<file path="src/rtl/pic_pkg.sv">
package pic_pkg;
  localparam int LVL_W = 3;
  localparam int N_LVL = 1 << LVL_W;

  typedef logic [N_LVL-1:0] lvl_vec_t;
  typedef logic [LVL_W-1:0] lvl_t;

  typedef enum logic [2:0] {
    OP_EOI_TOP  = 3'b001,
    OP_IDLE     = 3'b010,
    OP_EOI_LVL  = 3'b011,
    OP_ROTATE   = 3'b110
  } op_t;

  typedef struct packed {
    logic eoi_top;
    logic eoi_lvl;
    logic rotate;
    lvl_t lvl;
  } cmd_t;
endpackage

</file>
<file path="src/rtl/pic_req_latch.sv">
module pic_req_latch #(
  parameter int N = pic_pkg::N_LVL
) (
  input  logic         clk,
  input  logic         rst_n,
  input  logic [N-1:0] lines,
  input  logic [N-1:0] clr,
  output logic [N-1:0] pend
);
  logic [N-1:0] prev_q, prev_d;
  logic [N-1:0] pend_q, pend_d;
  logic [N-1:0] rise;

  for (genvar g = 0; g < N; g++) begin : g_bit
    assign rise[g]   = lines[g] & ~prev_q[g];
    // a fresh edge wins over a grant clearing the same bit
    assign pend_d[g] = (pend_q[g] & ~clr[g]) | rise[g];
  end

  assign prev_d = lines;

  always_ff @(posedge clk or negedge rst_n) begin
    if (!rst_n) begin
      prev_q <= '0;
      pend_q <= '0;
    end else begin
      prev_q <= prev_d;
      pend_q <= pend_d;
    end
  end

  assign pend = pend_q;
endmodule

</file>
<file path="src/rtl/pic_prio_resolve.sv">
module pic_prio_resolve #(
  parameter int N = pic_pkg::N_LVL,
  parameter int W = pic_pkg::LVL_W
) (
  input  logic [N-1:0] vec,
  input  logic [W-1:0] hi_lvl,
  output logic         any,
  output logic [W-1:0] lvl,
  output logic [W-1:0] rank
);
  // rank 0 is hi_lvl, rank N-1 is the level just below it
  always_comb begin
    any  = 1'b0;
    lvl  = '0;
    rank = '0;
    for (int j = N - 1; j >= 0; j--) begin
      if (vec[(j + int'(hi_lvl)) % N]) begin
        any  = 1'b1;
        rank = W'(j);
        lvl  = W'((j + int'(hi_lvl)) % N);
      end
    end
  end
endmodule

</file>
<file path="src/rtl/pic_cmd_decode.sv">
module pic_cmd_decode
  import pic_pkg::*;
(
  input  logic       wr_cmd,
  input  logic [7:0] data,
  output cmd_t       cmd
);
  logic valid;
  op_t  op;

  assign valid = wr_cmd && (data[4:3] == 2'b00);
  assign op    = op_t'(data[7:5]);

  always_comb begin
    cmd     = '0;
    cmd.lvl = data[LVL_W-1:0];
    if (valid) begin
      case (op)
        OP_EOI_TOP: cmd.eoi_top = 1'b1;
        OP_EOI_LVL: cmd.eoi_lvl = 1'b1;
        OP_ROTATE:  cmd.rotate  = 1'b1;
        default:    ;
      endcase
    end
  end
endmodule

</file>
<file path="src/rtl/prio_irq_ctrl.sv">
module prio_irq_ctrl
  import pic_pkg::*;
#(
  parameter int         ID_W     = 8,
  parameter logic [7:0] VEC_BASE = 8'h08
) (
  input  logic             clk,
  input  logic             rst_n,
  input  logic [N_LVL-1:0] irq_in,
  input  logic             wr_en,
  input  logic             wr_sel,
  input  logic [7:0]       wr_data,
  output logic [N_LVL-1:0] mask_rd,
  input  logic             ack_pulse,
  output logic             int_out,
  output logic             id_valid,
  output logic [ID_W-1:0]  id_byte
);
  // reset synchronizer: asserts at once, releases on the clock
  logic [1:0] rst_sync_q;
  logic       rst_int_n;

  always_ff @(posedge clk or negedge rst_n) begin
    if (!rst_n) rst_sync_q <= '0;
    else        rst_sync_q <= {rst_sync_q[0], 1'b1};
  end
  assign rst_int_n = rst_sync_q[1];

  // state
  lvl_vec_t        mask_q, mask_d;
  lvl_vec_t        isr_q, isr_d;
  lvl_t            low_q, low_d;
  logic            phase_q, phase_d;
  lvl_t            sel_q, sel_d;
  logic            idv_q, idv_d;
  logic [ID_W-1:0] id_q, id_d;

  lvl_vec_t irr_q;
  lvl_vec_t grant_vec;
  lvl_vec_t eoi_clr;
  lvl_vec_t pend_ok;
  lvl_t     hi_lvl;
  logic     p_any, s_any;
  lvl_t     p_lvl, s_lvl, p_rank, s_rank;
  logic     eligible, ack_first, ack_second;
  cmd_t     cmd;

  pic_req_latch #(.N(N_LVL)) u_req (
    .clk   (clk),
    .rst_n (rst_int_n),
    .lines (irq_in),
    .clr   (grant_vec),
    .pend  (irr_q)
  );

  assign hi_lvl  = low_q + 1'b1;
  assign pend_ok = irr_q & ~mask_q;

  pic_prio_resolve #(.N(N_LVL), .W(LVL_W)) u_res_pend (
    .vec    (pend_ok),
    .hi_lvl (hi_lvl),
    .any    (p_any),
    .lvl    (p_lvl),
    .rank   (p_rank)
  );

  pic_prio_resolve #(.N(N_LVL), .W(LVL_W)) u_res_svc (
    .vec    (isr_q),
    .hi_lvl (hi_lvl),
    .any    (s_any),
    .lvl    (s_lvl),
    .rank   (s_rank)
  );

  pic_cmd_decode u_dec (
    .wr_cmd (wr_en && !wr_sel),
    .data   (wr_data),
    .cmd    (cmd)
  );

  assign eligible   = p_any && (!s_any || (p_rank < s_rank));
  assign ack_first  = ack_pulse && !phase_q;
  assign ack_second = ack_pulse && phase_q;

  always_comb begin
    grant_vec = '0;
    if (ack_first && eligible) grant_vec = lvl_vec_t'(1) << p_lvl;

    eoi_clr = '0;
    if (cmd.eoi_top && s_any) eoi_clr = lvl_vec_t'(1) << s_lvl;
    if (cmd.eoi_lvl)          eoi_clr = lvl_vec_t'(1) << cmd.lvl;

    isr_d   = (isr_q & ~eoi_clr) | grant_vec;
    mask_d  = (wr_en && wr_sel) ? wr_data[N_LVL-1:0] : mask_q;
    low_d   = cmd.rotate ? cmd.lvl : low_q;
    phase_d = ack_pulse ? !phase_q : phase_q;
    sel_d   = sel_q;
    if (ack_first) sel_d = eligible ? p_lvl : low_q;
    idv_d   = ack_second;
    id_d    = ack_second ? (VEC_BASE + ID_W'(sel_q)) : id_q;
  end

  always_ff @(posedge clk or negedge rst_int_n) begin
    if (!rst_int_n) begin
      mask_q  <= '1;
      isr_q   <= '0;
      low_q   <= lvl_t'(N_LVL - 1);
      phase_q <= 1'b0;
      sel_q   <= '0;
      idv_q   <= 1'b0;
      id_q    <= '0;
    end else begin
      mask_q  <= mask_d;
      isr_q   <= isr_d;
      low_q   <= low_d;
      phase_q <= phase_d;
      sel_q   <= sel_d;
      idv_q   <= idv_d;
      id_q    <= id_d;
    end
  end

  assign mask_rd  = mask_q;
  assign int_out  = eligible;
  assign id_valid = idv_q;
  assign id_byte  = id_q;
endmodule

</file>
<file path="config.mk">
export PLATFORM = sky130hd
export DESIGN_NAME = prio_irq_ctrl
export DESIGN_NICKNAME = d
export VERILOG_FILES = /design/src/rtl/pic_pkg.sv /design/src/rtl/pic_req_latch.sv /design/src/rtl/pic_prio_resolve.sv /design/src/rtl/pic_cmd_decode.sv /design/src/rtl/prio_irq_ctrl.sv
export SDC_FILE = /design/constraint.sdc
export NUM_CORES = 1
export LEC_CHECK = 0
export ABC_CLOCK_PERIOD_IN_PS = 5200
export BUFFER_PORTS_ARGS = -buffer_cell sky130_fd_sc_hd__buf_2
export CAP_MARGIN = 20
export CORE_ASPECT_RATIO = 0.75
export CORE_MARGIN = 2
export CORE_UTILIZATION = 55
export DETAILED_ROUTE_END_ITERATION = 7
export GPL_ROUTABILITY_DRIVEN = 0
export PLACE_DENSITY = 0.78
export SKIP_CTS_REPAIR_TIMING = 1
export SLEW_MARGIN = 20
export SYNTH_ARGS = -nofsm -noshare
export SYNTH_HDL_FRONTEND = slang
export SYNTH_HIERARCHICAL = 1
export SYNTH_SLANG_ARGS = --single-unit
</file>
<file path="constraint.sdc">
create_clock -name clk -period 5.2 [get_ports clk]
set_input_delay 1.3 -clock clk [delete_from_list [all_inputs] [get_ports clk]]
set_output_delay 1.3 -clock clk [all_outputs]
set_load 0.005 [all_outputs]
</file>
==> results of run 1 <==
power by group through the flow:
stage / Combinational [mW] / Sequential (mW) / Clock, mW
final: 2.30 / 0.583 / 0.226
after CTS: 2.11 / 0.580 / 0.231
after floorplan: 1.64 / 0.542 / 0
after global routing: 2.47 / 0.597 / 0.249
after global placement: 2.06 / 0.577 / 0
after detailed placement: 2.10 / 0.586 / 0
worst paths after layout:
kind,cells after the start,start,end,slack [ns]
max in group asynchronous,0,rst_sync_q[1],id_byte[2],4.24
worst min register to register,0,rst_sync_q[0],rst_sync_q[1],0.37
worst max-delay path,16,low_q[0],int_out,0.17
worst max register to register,12,low_q[0],u_req/pend[2],1.10
min in group asynchronous,0,rst_sync_q[1],u_req/pend[1],0.40
worst min-delay path,0,rst_sync_q[0],rst_sync_q[1],0.37
logic make-up after synthesis:
group	count (synthesis)	synth area share
AOI/OAI and AO/OA	106	0.2030
and+or+nand+nor	106	0.1430
muxes	59	0.2389
buffers and inverters	59	0.08307
DFF	46	0.2908
xor gates and xnor gates	8	0.01749
adders and majority gates	7	0.02186
other	2	0.001875
routing by layer:
metal  global-route usage  up-vias  part of all wire
met4              0.04000        0            0.0052
met5                    0        -                 0
met1               0.3693     1594              0.45
li1                     -     1538                 -
met3              0.05045        7             0.091
met2               0.3477      153              0.45
placed cells by master, fill, tap and decap left out, drive strengths merged, types with 5 or more instances in the layout:
master / count
nand2b: 11
clkbuf: 7
mux2i: 18
nor2: 28
mux4: 24
dfstp: 11
nand2: 25
nor3: 6
ha: 7
o31ai: 6
o21ai: 26
mux2: 17
o22ai: 8
dfrtp: 35
o221ai: 8
inv: 39
buf: 50
conb: 5
nor2b: 13
a31oi: 9
a21oi: 22
nand3: 7
state kept, by name, summed over array words and instances, names as in the netlist:
signal	count
u_req/prev_q	8
u_req/pend	8
sel_q	3
rst_sync_q	2
phase_q	1
id_valid	1
id_byte	4
low_q	3
isr_q	8
mask_rd	8
layout make-up:
cell class,instances,area share
repair buffers,50,0.06638
clock buffers,7,0.01974
multi-input cells,291,0.5840
well taps,98,0.02804
inverters,38,0.03319
flip-flops and latches,46,0.2667
clock inverters,1,0.002003
==> results.md, run 1 <==
- Post-synthesis cell count: approximately 400
- Clock network power share: 0.073
- Worst-path clk slew: 0.08 ns
- HPWL after DPL: 7044 µm
- TritonCTS Sinks: 46
- CP Buf/Inv Count: 6
- Result of the run: completed
- Fin. max-slew vios: 0
- Asr flop ratio synth: 1.000
- Seq cells post-synth: 46
- Area of the multi-input gates: 2554 µm²
- Largest net degree at the start of global routing: 45
- First-pass DRT Iterations: 7
- Power, Total: 3.104 mW
- Setup ws final: 0.1693 ns
- Unique masters post-synth: 61
- RSZ-0062 raised after global routing: false
- Period utilisation layout: 0.9674
- Starting density of the core: 0.5782
- Total global-route track usage: 0.2382
- Net Sw Frac: 0.4983
- Fin crit period: a little over 5 ns
- Io pins: 39
- Static Leak: 1.838 nW
- Relative slew slack: 0.3989
- Pre-CTS setup slack: 0.2811 ns
- Layout area overhead: 9.150%
- Global-route wire length before repair: ~15,000 µm
- Cell count after placement: 518
- Switching pwr: 1.547 mW
- Worst setup EP type: output port
- CP max-delay cell: dfstp_2
- Core area: 6929 µm²
- Num CTS Buffers: 5
- Residual DRC count: 0
- Kind of critical path: reg -> out
- H-Tree Depth: 2
- Syn_area_per_cell: 10.19 µm²
- Crit-path max cell delay: 0.55 ns
- Grt ovf: 0
- Number of global-route vias before repair: 3,009
- Pint: ~1.6 mW
- Worst Tran Pin Value: about 0.9 ns
- Register area: 1166 µm²
- CTS max path bufs: 2
- Post-synth top area cell: dfrtp_1
- Final hold slack: 0.3692 ns
- Final setup violating endpoints: 0
- Via-per-instance ratio: 6.200
- Finished Cell Area: 4373 µm²
- Nets: 460
- Die area: 7990 µm²
- Layout cell share with drive strength beyond 1: 0.3187
- Rows: 26
- Antenna viol nets, final: 0
- Ranking of synthesized cells by area: dfrtp_1 22%, mux4_2 9.0%, dfstp_2 7.2%
- Sequential Power Share: 0.188
- Final Skew: 0.009632 ns
- Hold Vio Cnt, Final: 0
- Required time worst endpoint: 3.90 ns
- Die W: 102.6 µm
- Commonest cells post-synth: 38 x inv_1, 35 x dfrtp_1, 25 x nand2_1, 25 x nor2_1, 22 x a21oi_1
- Synth Cell Area: ~4000 µm²
- Initial antenna violation count: 0
- F_max: about 200 MHz
- Synth warnings: 6
- Combinational share of power: 0.740
- Top-count cell post-synth: inv_1
- Ys flop type: dfrtp_1
- CP delay by family, top: adder cells
- PortBufs: 34
- Critical path cell sequence: ha_2 > inv_4 > ha_2 > mux4_2 > buf_4 > buf_4 > mux2i_2 > nand3_1 > nor2_1 > inv_1 > ha_1 > nor3b_2 > o21a_2 > nor2_4 > inv_1 > buf_2
- HP Class: reg -> reg
- VDD IR-drop max: 412.3 µV
- Seq/Total Area, Yosys: 0.2908
- Post-synth EDFFs: 0
- First DRT Iteration DRCs: 210
- DP Area: 4212 µm²
- Via count: 3,292
- Fin Setup TNS: 0 ns
- Critical Path AT: ~3.7 ns
- Die Y-Extent: approximately 78 µm
- Type of origin of the critical path: flip-flop
- Clock Tree Root: clkbuf_8
- Power per cell area: 709.9 nW/µm²
- Largest fanout on the critical path: 7
- Fillers: 571
- Clock latency on the worst-skew pair: 0.30 ns
- Synth top area share: 0.2186
- Number of diodes: 0
- Non-Filler Instances: ~530
- Max_cap viols: 0
- Routed len/inst: 17.59 µm
- CTS tree: built
- Fin util: 0.6311
- Routed WL: 9339 µm
Power figures use the tool's default switching activity.
==> run 2: changes to the inputs <==
CORE_MARGIN = 3   (was 2)
==> run 2 against run 1 <==
Hold slack gained 0.0010 ns; combinational power shrank 2%; worst setup slack lost 0.057 ns; utilization grew 0.38 points; first-iteration DRC count grew 13%.
==> results.md, run 2 (synthesized netlist as in run 1, its figures left out) <==
- Power per cell area: 697.1 nW/µm²
- Die W: between 100 and 150 µm
- DP Area: 4204 µm²
- Pre-CTS setup slack: 0.2989 ns
- Antenna viol nets, final: 0
- Final Skew: 0.008311 ns
- Clock latency on the worst-skew pair: 0.30 ns
- R2R cell count: 16
- Global-route wire length before repair: 15,750 µm
- Worst Tran Pin Value: 0.9191 ns
- Die area: 8355 µm²
- Type of origin of the critical path: flip-flop
- Critical Path Sink: int_out
- CTS max path bufs: 2
- Result of the run: completed
- First DRT Iteration DRCs: 237
- Total global-route track usage: 0.2383
- Number of diodes: 0
- H-Tree Depth: 2
- Clock Tree Root: clkbuf_8
- Rows: 26
- Max_cap viols: 0
- Kind of critical path: reg -> out
- F_max: 196.6 MHz
- Worst-path clk slew: roughly 0.08 ns
- Routed WL: 9875 µm
- Most frequent cells in the layout: 36 x inv_1, 34 x dfrtp_1, 34 x buf_2, 25 x nand2_1, 25 x nor2_1
- First-pass DRT Iterations: 5
- Final setup violating endpoints: 0
- Via count: 3,369
- Starting density of the core: 0.5782
- Die Y-Extent: 79.92 µm
- TritonCTS Sinks: 46
- Initial antenna violation count: 0
- VDD IR-drop max: around 480 µV
- Layout cell share with drive strength beyond 1: 0.3241
- Fin. max-slew vios: 0
- Layout area overhead: 9.806%
- HP Class: reg -> reg
- Core area: 6929 µm²
- Hold Vio Cnt, Final: 0
- Via-per-instance ratio: between 6 and 7
- Largest fanout on the critical path: 7
- Finished Cell Area: 4399 µm²
- Period utilisation layout: 0.9783
- CTS tree: built
- Residual DRC count: 0
- Relative slew slack: 0.3873
- Static Leak: 1.851 nW
- Routed len/inst: 18.53 µm
- Number of global-route vias before repair: 3,129
- Most common cell after layout, fill and taps aside: inv_1
- PortBufs: 34
- HPWL after DPL: ~7400 µm
- Required time worst endpoint: slightly below 4 ns
- R2R Setup Slk: 1.12 ns
- Critical Path AT: 3.79 ns
- R2r endpoint: u_req/pend[2]
- Fillers: 596
- Fin crit period: just over 5 ns
- R2R Path Start: low_q[0]
- Nets: about 460
- Num CTS Buffers: 5
- Largest net degree at the start of global routing: 45
- Worst setup EP type: output port
- Grt ovf: 0
- Setup ws final: ~0.11 ns
- Critical path origin: low_q[0]
- Io pins: 39
==> run 2: power breakdown <==
part           internal, mW  leakage, nW  total [mW]  switching (mW)
logic                 0.939         1.30        2.26            1.32
clock network         0.107       0.0488       0.229           0.122
registers             0.463        0.498       0.582           0.119
==> run 2: worst min-delay path by stage <==
| stage | start | end | slack, ns | cells past startpoint |
|---|---|---|---|---|
| after global placement | rst_sync_q[0] | rst_sync_q[1] | 0.34 | 0 |
| after global routing | rst_sync_q[0] | rst_sync_q[1] | 0.38 | 0 |
| after CTS | rst_sync_q[0] | rst_sync_q[1] | 0.38 | 0 |
| final | rst_sync_q[0] | rst_sync_q[1] | 0.37 | 0 |
| after floorplan | rst_sync_q[0] | rst_sync_q[1] | 0.33 | 0 |
| after detailed placement | rst_sync_q[0] | rst_sync_q[1] | 0.35 | 0 |
==> run 2: area by class of cell <==
type                            count  area (µm²)  share of cell area
Sequential cell                    46        1166              0.2651
Clock inverter                      2       12.51            0.002844
Tap cell                           98       122.6             0.02787
Inverter                           38       142.6             0.03242
Timing Repair Buffer               52       305.3             0.06940
Clock buffer                        6       82.58             0.01877
Multi-Input combinational cell    291        2567              0.5836
==> run 2: worst max-delay path, stage by stage, from the launching register on <==
cell,delay [ns]
dfstp_2,0.55
ha_1,0.28
inv_2,0.12
ha_2,0.33
buf_4,0.18
mux4_2,0.39
a2111oi_4,0.41
a31oi_2,0.10
or3_1,0.43
nor3b_2,0.19
o21a_2,0.17
nor2_2,0.15
inv_1,0.06
buf_2,0.12
==> run 2: layer usage <==
layer  vias to the layer above  routed length [µm]  track usage
met4                         0                 125      0.05976
met1                      1650                4379       0.3424
met2                       167                4555       0.3834
met3                        12                 814      0.03314
met5                         -                   0            0
li1                       1540                   -            -
==> run 2: through the flow <==
| stage | hold WS, ns | total power [mW] | util | TNS, ns | cells |
|---|---|---|---|---|---|
| 6_report | 0.3702 | 3.067 | 0.6349 | 0 | 533 |
| 5_1_grt | 0.3842 | 3.290 | 0.6349 | -0.01717 | 533 |
| 4_1_cts | 0.3791 | 2.947 | 0.6204 | -0.05446 | 525 |
| 3_5_place_dp | 0.3496 | 2.702 | 0.6067 | 0 | 517 |
| 3_3_place_gp | 0.3388 | 2.645 | 0.6067 | 0 | 517 |
| 2_1_floorplan | 0.3312 | 2.187 | - | 0 | 396 |
